`src/rtl/pxcol_pkg.sv`:
```
package pxcol_pkg;
    typedef enum logic [1:0] {
        CMD_IDLE   = 2'b00,
        CMD_CLEAR  = 2'b01,
        CMD_READ   = 2'b10,
        CMD_LISTEN = 2'b11
    } cmd_e;

    typedef enum logic [1:0] {
        ST_IDLE,
        ST_FLUSH,
        ST_DRAIN,
        ST_ARM
    } st_e;
endpackage

```
`src/rtl/pxcol_therm_enc.sv`:
```
module pxcol_therm_enc #(
    parameter int LVL   = 7,
    parameter int ADC_W = $clog2(LVL + 1)
) (
    input  logic [LVL-1:0]   therm,
    output logic [ADC_W-1:0] code
);
    // highest asserted comparator wins, so bubbles below it are ignored
    always_comb begin
        code = '0;
        for (int k = 0; k < LVL; k++) begin
            if (therm[k]) code = ADC_W'(k + 1);
        end
    end
endmodule

```
`src/rtl/pxcol_cell.sv`:
```
module pxcol_cell #(
    parameter int LVL   = 7,
    parameter int TS_W  = 8,
    parameter int ADC_W = $clog2(LVL + 1)
) (
    input  logic             clk,
    input  logic             rst_n,
    input  logic             cap_en,
    input  logic             clr_all,
    input  logic             rd_clr,
    input  logic             disc,
    input  logic             inj,
    input  logic             kill,
    input  logic [LVL-1:0]   therm,
    input  logic [TS_W-1:0]  bco,
    output logic             hit,
    output logic [ADC_W-1:0] adc,
    output logic [TS_W-1:0]  ts
);
    logic [ADC_W-1:0] code;

    pxcol_therm_enc #(.LVL(LVL), .ADC_W(ADC_W)) u_enc (
        .therm (therm),
        .code  (code)
    );

    always_ff @(posedge clk or negedge rst_n) begin
        if (!rst_n) begin
            hit <= 1'b0;
            adc <= '0;
            ts  <= '0;
        end else if (clr_all || rd_clr) begin
            hit <= 1'b0;
        end else if (cap_en && (disc || inj) && !kill && !hit) begin
            hit <= 1'b1;
            adc <= code;
            ts  <= bco;
        end
    end
endmodule

```
`src/rtl/pxcol_first.sv`:
```
module pxcol_first #(
    parameter int N   = 128,
    parameter int IDX = $clog2(N)
) (
    input  logic [N-1:0]   req,
    output logic [N-1:0]   gnt,
    output logic [IDX-1:0] idx,
    output logic           any
);
    // isolate the lowest set bit
    assign gnt = req & (~req + N'(1));
    assign any = |req;

    always_comb begin
        idx = '0;
        for (int i = 0; i < N; i++) begin
            if (gnt[i]) idx = idx | IDX'(i);
        end
    end
endmodule

```
`src/rtl/pxcol_ctrl.sv`:
```
module pxcol_ctrl
    import pxcol_pkg::*;
(
    input  logic       clk,
    input  logic       rst_n,
    input  logic [1:0] mode,
    input  logic       tok_in,
    input  logic       tok_rst,
    input  logic       any_hit,
    output st_e        st,
    output logic       cap_en,
    output logic       clr_all,
    output logic       rd_go,
    output logic       tok_out
);
    st_e st_nx;

    always_comb begin
        unique case (cmd_e'(mode))
            CMD_IDLE:   st_nx = ST_IDLE;
            CMD_CLEAR:  st_nx = ST_FLUSH;
            CMD_READ:   st_nx = ST_DRAIN;
            CMD_LISTEN: st_nx = ST_ARM;
            default:    st_nx = ST_IDLE;
        endcase
    end

    always_ff @(posedge clk or negedge rst_n) begin
        if (!rst_n) st <= ST_IDLE;
        else        st <= st_nx;
    end

    always_comb begin
        cap_en  = 1'b0;
        clr_all = 1'b0;
        rd_go   = 1'b0;
        unique case (st)
            ST_IDLE:  ;
            ST_FLUSH: clr_all = 1'b1;
            ST_ARM:   cap_en  = 1'b1;
            ST_DRAIN: begin
                cap_en = 1'b1;
                rd_go  = tok_in && !tok_rst && any_hit;
            end
            default:  ;
        endcase
        tok_out = tok_in && !tok_rst && !any_hit;
    end
endmodule

```
`src/rtl/pxcol_readout.sv`:
```
module pxcol_readout
    import pxcol_pkg::*;
#(
    parameter int ROWS = 128,
    parameter int LVL  = 7,
    parameter int TS_W = 8,
    localparam int ROW_W  = $clog2(ROWS),
    localparam int ADC_W  = $clog2(LVL + 1),
    localparam int WORD_W = ROW_W + ADC_W + TS_W
) (
    input  logic                clk,
    input  logic                rst_n,
    input  logic [1:0]          mode,
    input  logic [TS_W-1:0]     bco,
    input  logic [ROWS-1:0]     disc,
    input  logic [ROWS-1:0]     inject,
    input  logic [ROWS-1:0]     kill,
    input  logic [ROWS*LVL-1:0] therm,
    input  logic                tok_in,
    input  logic                tok_rst,
    output logic                tok_out,
    output logic                fast_or,
    output logic                rd_valid,
    output logic [WORD_W-1:0]   rd_word
);
    st_e              st;
    logic             cap_en, clr_all, rd_go, any_hit;
    logic [ROWS-1:0]  hit_v, gnt;
    logic [ROW_W-1:0] row_idx;
    logic [ADC_W-1:0] adc_a [ROWS];
    logic [TS_W-1:0]  ts_a  [ROWS];
    logic [ADC_W-1:0] adc_sel;
    logic [TS_W-1:0]  ts_sel;

    pxcol_ctrl u_ctrl (
        .clk     (clk),
        .rst_n   (rst_n),
        .mode    (mode),
        .tok_in  (tok_in),
        .tok_rst (tok_rst),
        .any_hit (any_hit),
        .st      (st),
        .cap_en  (cap_en),
        .clr_all (clr_all),
        .rd_go   (rd_go),
        .tok_out (tok_out)
    );

    for (genvar r = 0; r < ROWS; r++) begin : g_cell
        pxcol_cell #(.LVL(LVL), .TS_W(TS_W), .ADC_W(ADC_W)) u_cell (
            .clk     (clk),
            .rst_n   (rst_n),
            .cap_en  (cap_en),
            .clr_all (clr_all),
            .rd_clr  (rd_go && gnt[r]),
            .disc    (disc[r]),
            .inj     (inject[r]),
            .kill    (kill[r]),
            .therm   (therm[r*LVL +: LVL]),
            .bco     (bco),
            .hit     (hit_v[r]),
            .adc     (adc_a[r]),
            .ts      (ts_a[r])
        );
    end

    pxcol_first #(.N(ROWS), .IDX(ROW_W)) u_first (
        .req (hit_v),
        .gnt (gnt),
        .idx (row_idx),
        .any (any_hit)
    );

    always_comb begin
        adc_sel = '0;
        ts_sel  = '0;
        for (int i = 0; i < ROWS; i++) begin
            if (gnt[i]) begin
                adc_sel = adc_sel | adc_a[i];
                ts_sel  = ts_sel  | ts_a[i];
            end
        end
    end

    always_ff @(posedge clk or negedge rst_n) begin
        if (!rst_n) begin
            rd_valid <= 1'b0;
            rd_word  <= '0;
        end else begin
            rd_valid <= rd_go;
            if (rd_go) rd_word <= {row_idx, adc_sel, ts_sel};
        end
    end

    assign fast_or = any_hit;
endmodule

```
`config.mk`:
```
export PLATFORM = sky130hd
export DESIGN_NAME = pxcol_readout
export DESIGN_NICKNAME = d
export VERILOG_FILES = /design/src/rtl/pxcol_pkg.sv /design/src/rtl/pxcol_therm_enc.sv /design/src/rtl/pxcol_cell.sv /design/src/rtl/pxcol_first.sv /design/src/rtl/pxcol_ctrl.sv /design/src/rtl/pxcol_readout.sv
export SDC_FILE = /design/constraint.sdc
export NUM_CORES = 2
export LEC_CHECK = 0
export BUFFER_PORTS_ARGS = -buffer_cell sky130_fd_sc_hd__buf_2
export CAP_MARGIN = 10
export CORE_AREA = 2 2 506 508
export CTS_CLUSTER_SIZE = 8
export DETAILED_ROUTE_END_ITERATION = 8
export DIE_AREA = 0 0 508 510
export PLACE_DENSITY_LB_ADDON = 0.12
export SYNTH_ARGS = -nofsm -noshare
export SYNTH_HDL_FRONTEND = slang
export SYNTH_HIERARCHICAL = 1
export SYNTH_SLANG_ARGS = --single-unit
```
`constraint.sdc`:
```
create_clock -name clk -period 17.2 [get_ports clk]
set_clock_uncertainty 0.15 [all_clocks]
set_input_delay 3.44 -clock clk [delete_from_list [all_inputs] [get_ports clk]]
set_output_delay 3.44 -clock clk [all_outputs]
set_load 0.03 [all_outputs]
```
# [After elaboration in Yosys (flattened, before gate mapping)]
# Cells that the tools add are included.
# W data, S select, Z words.
[word_totals] out_inout_bits=21 inputBits=1294 register_bits=1557
[op_classes] add_sub_neg=1 n_reduce_logical=1288 mux=2179 n_eq_ne=6 bitwise=384
[op_table] op="$mux W3" n=1156
[op_table] op="$mux W8" n=384
[op_table] op="$or A8 B8 Y8" n=127
[op_table] op="$mux W1" n=516
[op_table] op="$logic_and A1 B1 Y1" n=515
[op_table] op="$mux W7" n=64
[op_table] op="$or A3 B3 Y3" n=127
[op_table] op="$logic_not A1 Y1" n=258
[op_table] op="$logic_or A1 B1 Y1" n=256
[op_table] op="$reduce_and A2 Y1" n=128
[op_table] op="$reduce_bool A2 Y1" n=128
[op_table] op="$mux W6" n=32
[op_table] op="$add A128 B1 Y128 const B" n=1
[op_table] op="$and A128 B128 Y128" n=1
[op_table] op="$not A1 Y1" n=128
[op_table] op="$not A128 Y128" n=1
[op_table] op="$reduce_or A128 Y1" n=1
[op_table] op="$mux W5" n=16
[op_table] op="$mux W4" n=8
[op_table] op="$eq A2 B2 Y1 const B" n=4
[op_table] op="$pmux W2 S4" n=1
[op_table] op="$eq A2 B1 Y1 const B" n=2
[op_table] op="$mux W2" n=2
[op_table] op="$logic_not A2 Y1" n=1
[op_table] op="$reduce_or A2 Y1" n=1

# [Longest topological paths before layout]
[logic_depth] depth_word=258 mapped_depth=17 mapped_depth_nobuf=12

# [Cells and area by module]
# Netlist, hierarchy kept.
[modules_own_cells] module="pxcol_cell" n_inst=128 seq_area_each_um2=300.3 cells_per_inst=30 area_each_um2=520.5
[modules_own_cells] module="pxcol_readout" n_inst=1 seq_area_each_um2=475.5 cells_per_inst=1179 area_each_um2=9527.9
[modules_own_cells] module="pxcol_therm_enc" n_inst=128 seq_area_each_um2=0.0 cells_per_inst=10 area_each_um2=45.0
[modules_own_cells] module="pxcol_first" n_inst=1 seq_area_each_um2=0.0 cells_per_inst=691 area_each_um2=4007.6
[modules_own_cells] module="pxcol_ctrl" n_inst=1 seq_area_each_um2=50.0 cells_per_inst=10 area_each_um2=98.8

# [Worst setup path after synthesis]
# No wires, ideal clock.
[synth_timing] path_type="register to register" from="register u_ctrl.st[1]" to="register g_cell[0].u_cell.adc[0]" path_stages_with_launch=6 slack_ns=3.786 arrival_time_ns=13.139 synth_period_minus_slack_ns=13.414 setup_ns=0.125 required_ns=16.925 cell_sequence="dfrtp_1 > nor2b_1 > nor3_2 > and4bb_1 > buf_6 > mux2_4"
[synth_between] elab_cells_between_ends=15 cone_classes="eq/ne (3); mux (3); bitwise (1); reduce/logical (8)"
[synth_rtl] element="from (decl)" line_no="pxcol_ctrl.sv:10" text="output st_e st,"
[synth_rtl] element="from (signal assigned)" line_no="pxcol_ctrl.sv:30" text="else st <= st_nx;"
[synth_rtl] element="$eq A2 B1 Y1 (*)" line_no="pxcol_ctrl.sv:37" text="unique case (st)"
[synth_rtl] element="$mux W1 (*)" line_no="pxcol_ctrl.sv:37"
[synth_rtl] element="named net clr_all" line_no="pxcol_readout.sv:27" text="logic cap_en, clr_all, rd_go, any_hit;"
[synth_rtl] element="$logic_or A1 B1 Y1 (*)" line_no="pxcol_cell.sv:32" text="end else if (clr_all || rd_clr) begin"
[synth_rtl] element="$reduce_bool A2 Y1 (no line) / $not A1 Y1 (equally long branches)"
[synth_rtl] element="$reduce_and A2 Y1 (no line) (*)"
[synth_rtl] element="to (signal assigned)" line_no="pxcol_cell.sv:36" text="adc <= code;"
[synth_rtl] element="to (decl)" line_no="pxcol_cell.sv:17" text="output logic [ADC_W-1:0] adc,"
# Mark *: on every way through the listed nets, which the timed path passes. The rest lies on a longest branch.
# A chain may end at the register's enable or synchronous reset.

# [Final worst setup path]
[layout_timing] from="register g_cell[5].u_cell.hit" to="output tok_out"
[layout_between] elab_chain_len=3
[layout_rtl] element="from (decl)" line_no="pxcol_cell.sv:16" text="output logic hit,"
[layout_rtl] element="from (signal assigned)" line_no="pxcol_cell.sv:29" text="hit <= 1'b0;"
[layout_rtl] element="from (signal assigned)" line_no="pxcol_cell.sv:33" text="hit <= 1'b0;"
[layout_rtl] element="from (signal assigned)" line_no="pxcol_cell.sv:35" text="hit <= 1'b1;"
[layout_rtl] element="$reduce_or A128 Y1" line_no="pxcol_first.sv:12" text="assign any = |req;"
[layout_rtl] element="$logic_not A1 Y1" line_no="pxcol_ctrl.sv:47" text="tok_out = tok_in && !tok_rst && !any_hit;"
[layout_rtl] element="$logic_and A1 B1 Y1" line_no="pxcol_ctrl.sv:47"
[layout_rtl] element="to (decl)" line_no="pxcol_readout.sv:21" text="output logic tok_out,"
# Every way passes these cells.

==> run metrics <==
number of post-CTS setup repair buffers=0; cell-internal power=8.36 mW; clock power share=33.0%; Combinational Power Share=21.3%; sequential cell area fraction in the yosys report=45.3%; primary flip-flop cell chosen by synthesis mapping=sky130_fd_sc_hd__dfrtp_1; post-cts resize count=0; layout overhead on the synthesized area=19.9%; total setup violations reported at the end of the flow=0; netlist area before placement=86000 um^2; number of input and output port buffers inserted=1314; Worst Path Buf+Inv=1; Final Slew Violations=0; hold violation total from the final report=0; share of synthesized flip-flops with an asynchronous set or reset=100%; core utilization of the finished layout=40.7%; core area=253000 um^2; maximum level of the CTS H-tree=4; via count of the first global-routing pass=71.5k; overall die height=510 um; horizontal extent of the die=508 um; CTS clock-pin slew for the worst setup and hold paths=0.05 ns; hold slack=0.358 ns; Crit path arrival time=5.33 ns; Synth Instances=7000; count of synthesis-stage warnings from yosys=6; worst reg-to-reg path cell count=15; post-layout minimum cycle time=8.92 ns; worst max-slew margin expressed relative to the limit=0.545%; effective utilization at floorplan=33.9%; maximum vdd drop=99.9 uV; CP max stage cell=sky130_fd_sc_hd__nand4_1; area of the die=259000 um^2; synthesized area per cell=12.3 um^2; Min-Delay Path Class=reg2reg; number of buffers inserted during clock tree synthesis=215; overflow left after global routing=0; total negative slack=0 ns; initial drt markers=9904; Max Cap Viol=1; Max Freq=0.112 GHz; synthesized net count=8294; worst-skew pair later-pin latency=0.89 ns; average routed wire per standard cell=46.7 um; type of element launching the critical path=flop; number of nets with antenna violations after detailed routing=0; worst hold path stage count=1; post-detailed-routing wire length=558000 um; final weighted congestion in routability-driven placement=1.03; Final Total Pwr=12.1 mW; layout net count=9819; average via count per standard cell=6.22; DPL Wire Length=419000 um; transition time of the tightest slew-check pin=1.49 ns; master cell of the clock root buffer=sky130_fd_sc_hd__clkbuf_16; CTS tree=yes; initial antenna violation count=118; fraction of final layout cells with drive strength greater than 1=43.7%; Boundary Pins=1315; Top cell by count, worst path=sky130_fd_sc_hd__nor2_1; maximum buffer depth of the clock tree=3; number of search-and-repair iterations in the first detailed-routing pass=6; Max Fanout on Critical Path=19; largest net degree at the start of global routing=162; number of enable-type register cells in the synthesized netlist=0; number of distinct library cell variants in the gate-level netlist after synthesis=78; placement row count=185; category of the most critical setup path=reg2out; failing checks=capacitance limit; Power Dens Cells=118 nW/um^2; Sequential Power Share=45.6%; total number of vias=74.4k; outcome=complete, but fails checks; worst endpoint required time=13.61 ns; CP Capture Type=output pin; cell count along the critical path=8; sw power=3.79 mW; global-route wire length before repair=715000 um; detailed-route DRC error count=0; #FFs+latches synth=1557; unrepaired setup endpoints after global routing=no; ratio of final minimum period to clock period=51.8%; Worst path top cell family by delay=simple AND/OR/NAND/NOR gates; # hold bufs at CTS=0; sink count of the clock tree=1557; global-route usage over all layers=41.9%; delay of the slowest critical-path stage=0.79 ns; cells along the critical path=nor4_2 > and2_1 > and3_1 > nand3_1 > nor2_1 > nand4_1 > nor2_1 > buf_2; Leak=45.3 nW; share of total power consumed by net switching=31.2%
## layer usage
| layer | track usage (%) | part of all wire, % | up-vias | routed length [um] |
|---|---|---|---|---|
| met5 | 0 | 0.064 | - | 355 |
| met4 | 28.5 | 8.0 | 52 | 44600 |
| met3 | 13.1 | 10 | 1198 | 57800 |
| met2 | 61.3 | 43 | 5145 | 238000 |
| met1 | 52.8 | 39 | 38800 | 218000 |
| li1 | - | - | 29200 | - |
## layout by cell type, fill, tap and decap left out, types with 63 or more instances in the layout
master / netlist / final
sky130_fd_sc_hd__and4bb_2: 0 / 63
sky130_fd_sc_hd__and4bb_1: 128 / 64
sky130_fd_sc_hd__nand4_1: 164 / 164
sky130_fd_sc_hd__inv_1: 165 / 156
sky130_fd_sc_hd__nor2_2: 129 / 135
sky130_fd_sc_hd__clkinv_1: 128 / 132
sky130_fd_sc_hd__mux2_2: 135 / 135
sky130_fd_sc_hd__and2_1: 148 / 144
sky130_fd_sc_hd__nand2_1: 315 / 315
sky130_fd_sc_hd__o21ai_0: 138 / 138
sky130_fd_sc_hd__o21a_1: 129 / 129
sky130_fd_sc_hd__a221oi_1: 208 / 203
sky130_fd_sc_hd__buf_2: 62 / 1305
sky130_fd_sc_hd__nor4_1: 82 / 66
sky130_fd_sc_hd__nor3b_1: 138 / 135
sky130_fd_sc_hd__a22oi_1: 178 / 178
sky130_fd_sc_hd__o31ai_1: 128 / 126
sky130_fd_sc_hd__a22o_1: 249 / 249
sky130_fd_sc_hd__buf_4: 3 / 291
sky130_fd_sc_hd__nor3_2: 132 / 144
sky130_fd_sc_hd__nor2_1: 484 / 477
sky130_fd_sc_hd__a21oi_1: 264 / 264
sky130_fd_sc_hd__mux2_4: 1280 / 1280
sky130_fd_sc_hd__clkbuf_16: 0 / 220
sky130_fd_sc_hd__dfrtp_1: 1557 / 1556
## synth_stat cells (138+ instances only)
library cell / instances / share of area (%)
sky130_fd_sc_hd__a22o_1: 249 / 2.5
sky130_fd_sc_hd__buf_6: 169 / 2.2
sky130_fd_sc_hd__o21ai_0: 138 / 0.80
sky130_fd_sc_hd__a22oi_1: 178 / 1.6
sky130_fd_sc_hd__nor3b_1: 138 / 1.2
sky130_fd_sc_hd__mux2_4: 1280 / 22
sky130_fd_sc_hd__nand2_1: 315 / 1.4
sky130_fd_sc_hd__a221oi_1: 208 / 2.1
sky130_fd_sc_hd__a21oi_1: 264 / 1.5
sky130_fd_sc_hd__nor2_1: 484 / 2.1
sky130_fd_sc_hd__inv_1: 165 / 0.72
sky130_fd_sc_hd__dfrtp_1: 1557 / 45
sky130_fd_sc_hd__and2_1: 148 / 1.1
sky130_fd_sc_hd__nand4_1: 164 / 1.2
## per-stage QoR
stage	cell area, um^2	instances	setup WS [ns]
final	103000	12000	8.28
after floorplan	86000	7000	3.79
after global routing	103000	11900	8.31
after CTS	103000	11900	8.52
after global placement	97100	11700	9.36
after detailed placement	97100	11700	9.44
## worst register-to-register path: stages, from the launching register on
cell,delay [ns]
sky130_fd_sc_hd__dfrtp_1,0.47
sky130_fd_sc_hd__nor4_2,0.63
sky130_fd_sc_hd__and2_1,0.49
sky130_fd_sc_hd__and3_1,0.62
sky130_fd_sc_hd__nand3_1,0.49
sky130_fd_sc_hd__nor2_1,0.43
sky130_fd_sc_hd__nand4_1,0.79
sky130_fd_sc_hd__nand2_1,0.39
sky130_fd_sc_hd__nor3_4,0.05
sky130_fd_sc_hd__buf_4,0.29
sky130_fd_sc_hd__buf_4,0.46
sky130_fd_sc_hd__buf_4,0.49
sky130_fd_sc_hd__and2_1,0.38
sky130_fd_sc_hd__nor3_2,0.17
sky130_fd_sc_hd__and4bb_1,1.04
sky130_fd_sc_hd__mux2_2,0.44
## power by group through the flow
stage	Clock (mW)	Combinational (mW)	Sequential, mW
3_5_place_dp	0	2.54	5.51
6_report	4.01	2.59	5.54
2_1_floorplan	0	1.70	5.09
4_1_cts	4.03	2.55	5.48
5_1_grt	4.18	2.70	5.58
3_3_place_gp	0	2.49	5.51
## path summary, 6_finish.rpt
path	from	endpoint	slack, ns
max in group asynchronous	rst_n	g_cell[119].u_cell/ts[6]	11.16
setup / recovery	g_cell[5].u_cell/hit	tok_out	8.28
min in group asynchronous	rst_n	g_cell[103].u_cell/ts[2]	2.47
setup reg to reg	g_cell[5].u_cell/hit	g_cell[108].u_cell/adc[1]	9.32
hold / removal	g_cell[40].u_cell/adc[1]	g_cell[40].u_cell/adc[1]	0.36
hold reg to reg	g_cell[40].u_cell/adc[1]	g_cell[40].u_cell/adc[1]	0.36
## registers in the layout, indices dropped and copies added (netlist names)
signal             cells
g_cell.u_cell/ts    1024
g_cell.u_cell/adc    384
g_cell.u_cell/hit    128
rd_word               18
u_ctrl/st              2
rd_valid               1
## layout make-up
type,count,area (um^2)
diodes,49,123
clock buffers,229,5570
clock inverters,14,318
fillers,24300,150000
inverters,293,1100
multi-input cells,4849,43900
flip-flops and latches,1557,39000
well taps,3366,4210
repair buffers,1609,8910
## cell families after synthesis
family / share of synthesized area (%)
simple gates: 14.1
mux: 24.1
buf+inv: 4.20
flops: 45.3
compound gates: 12.3
Power figures use the tool's default switching activity.
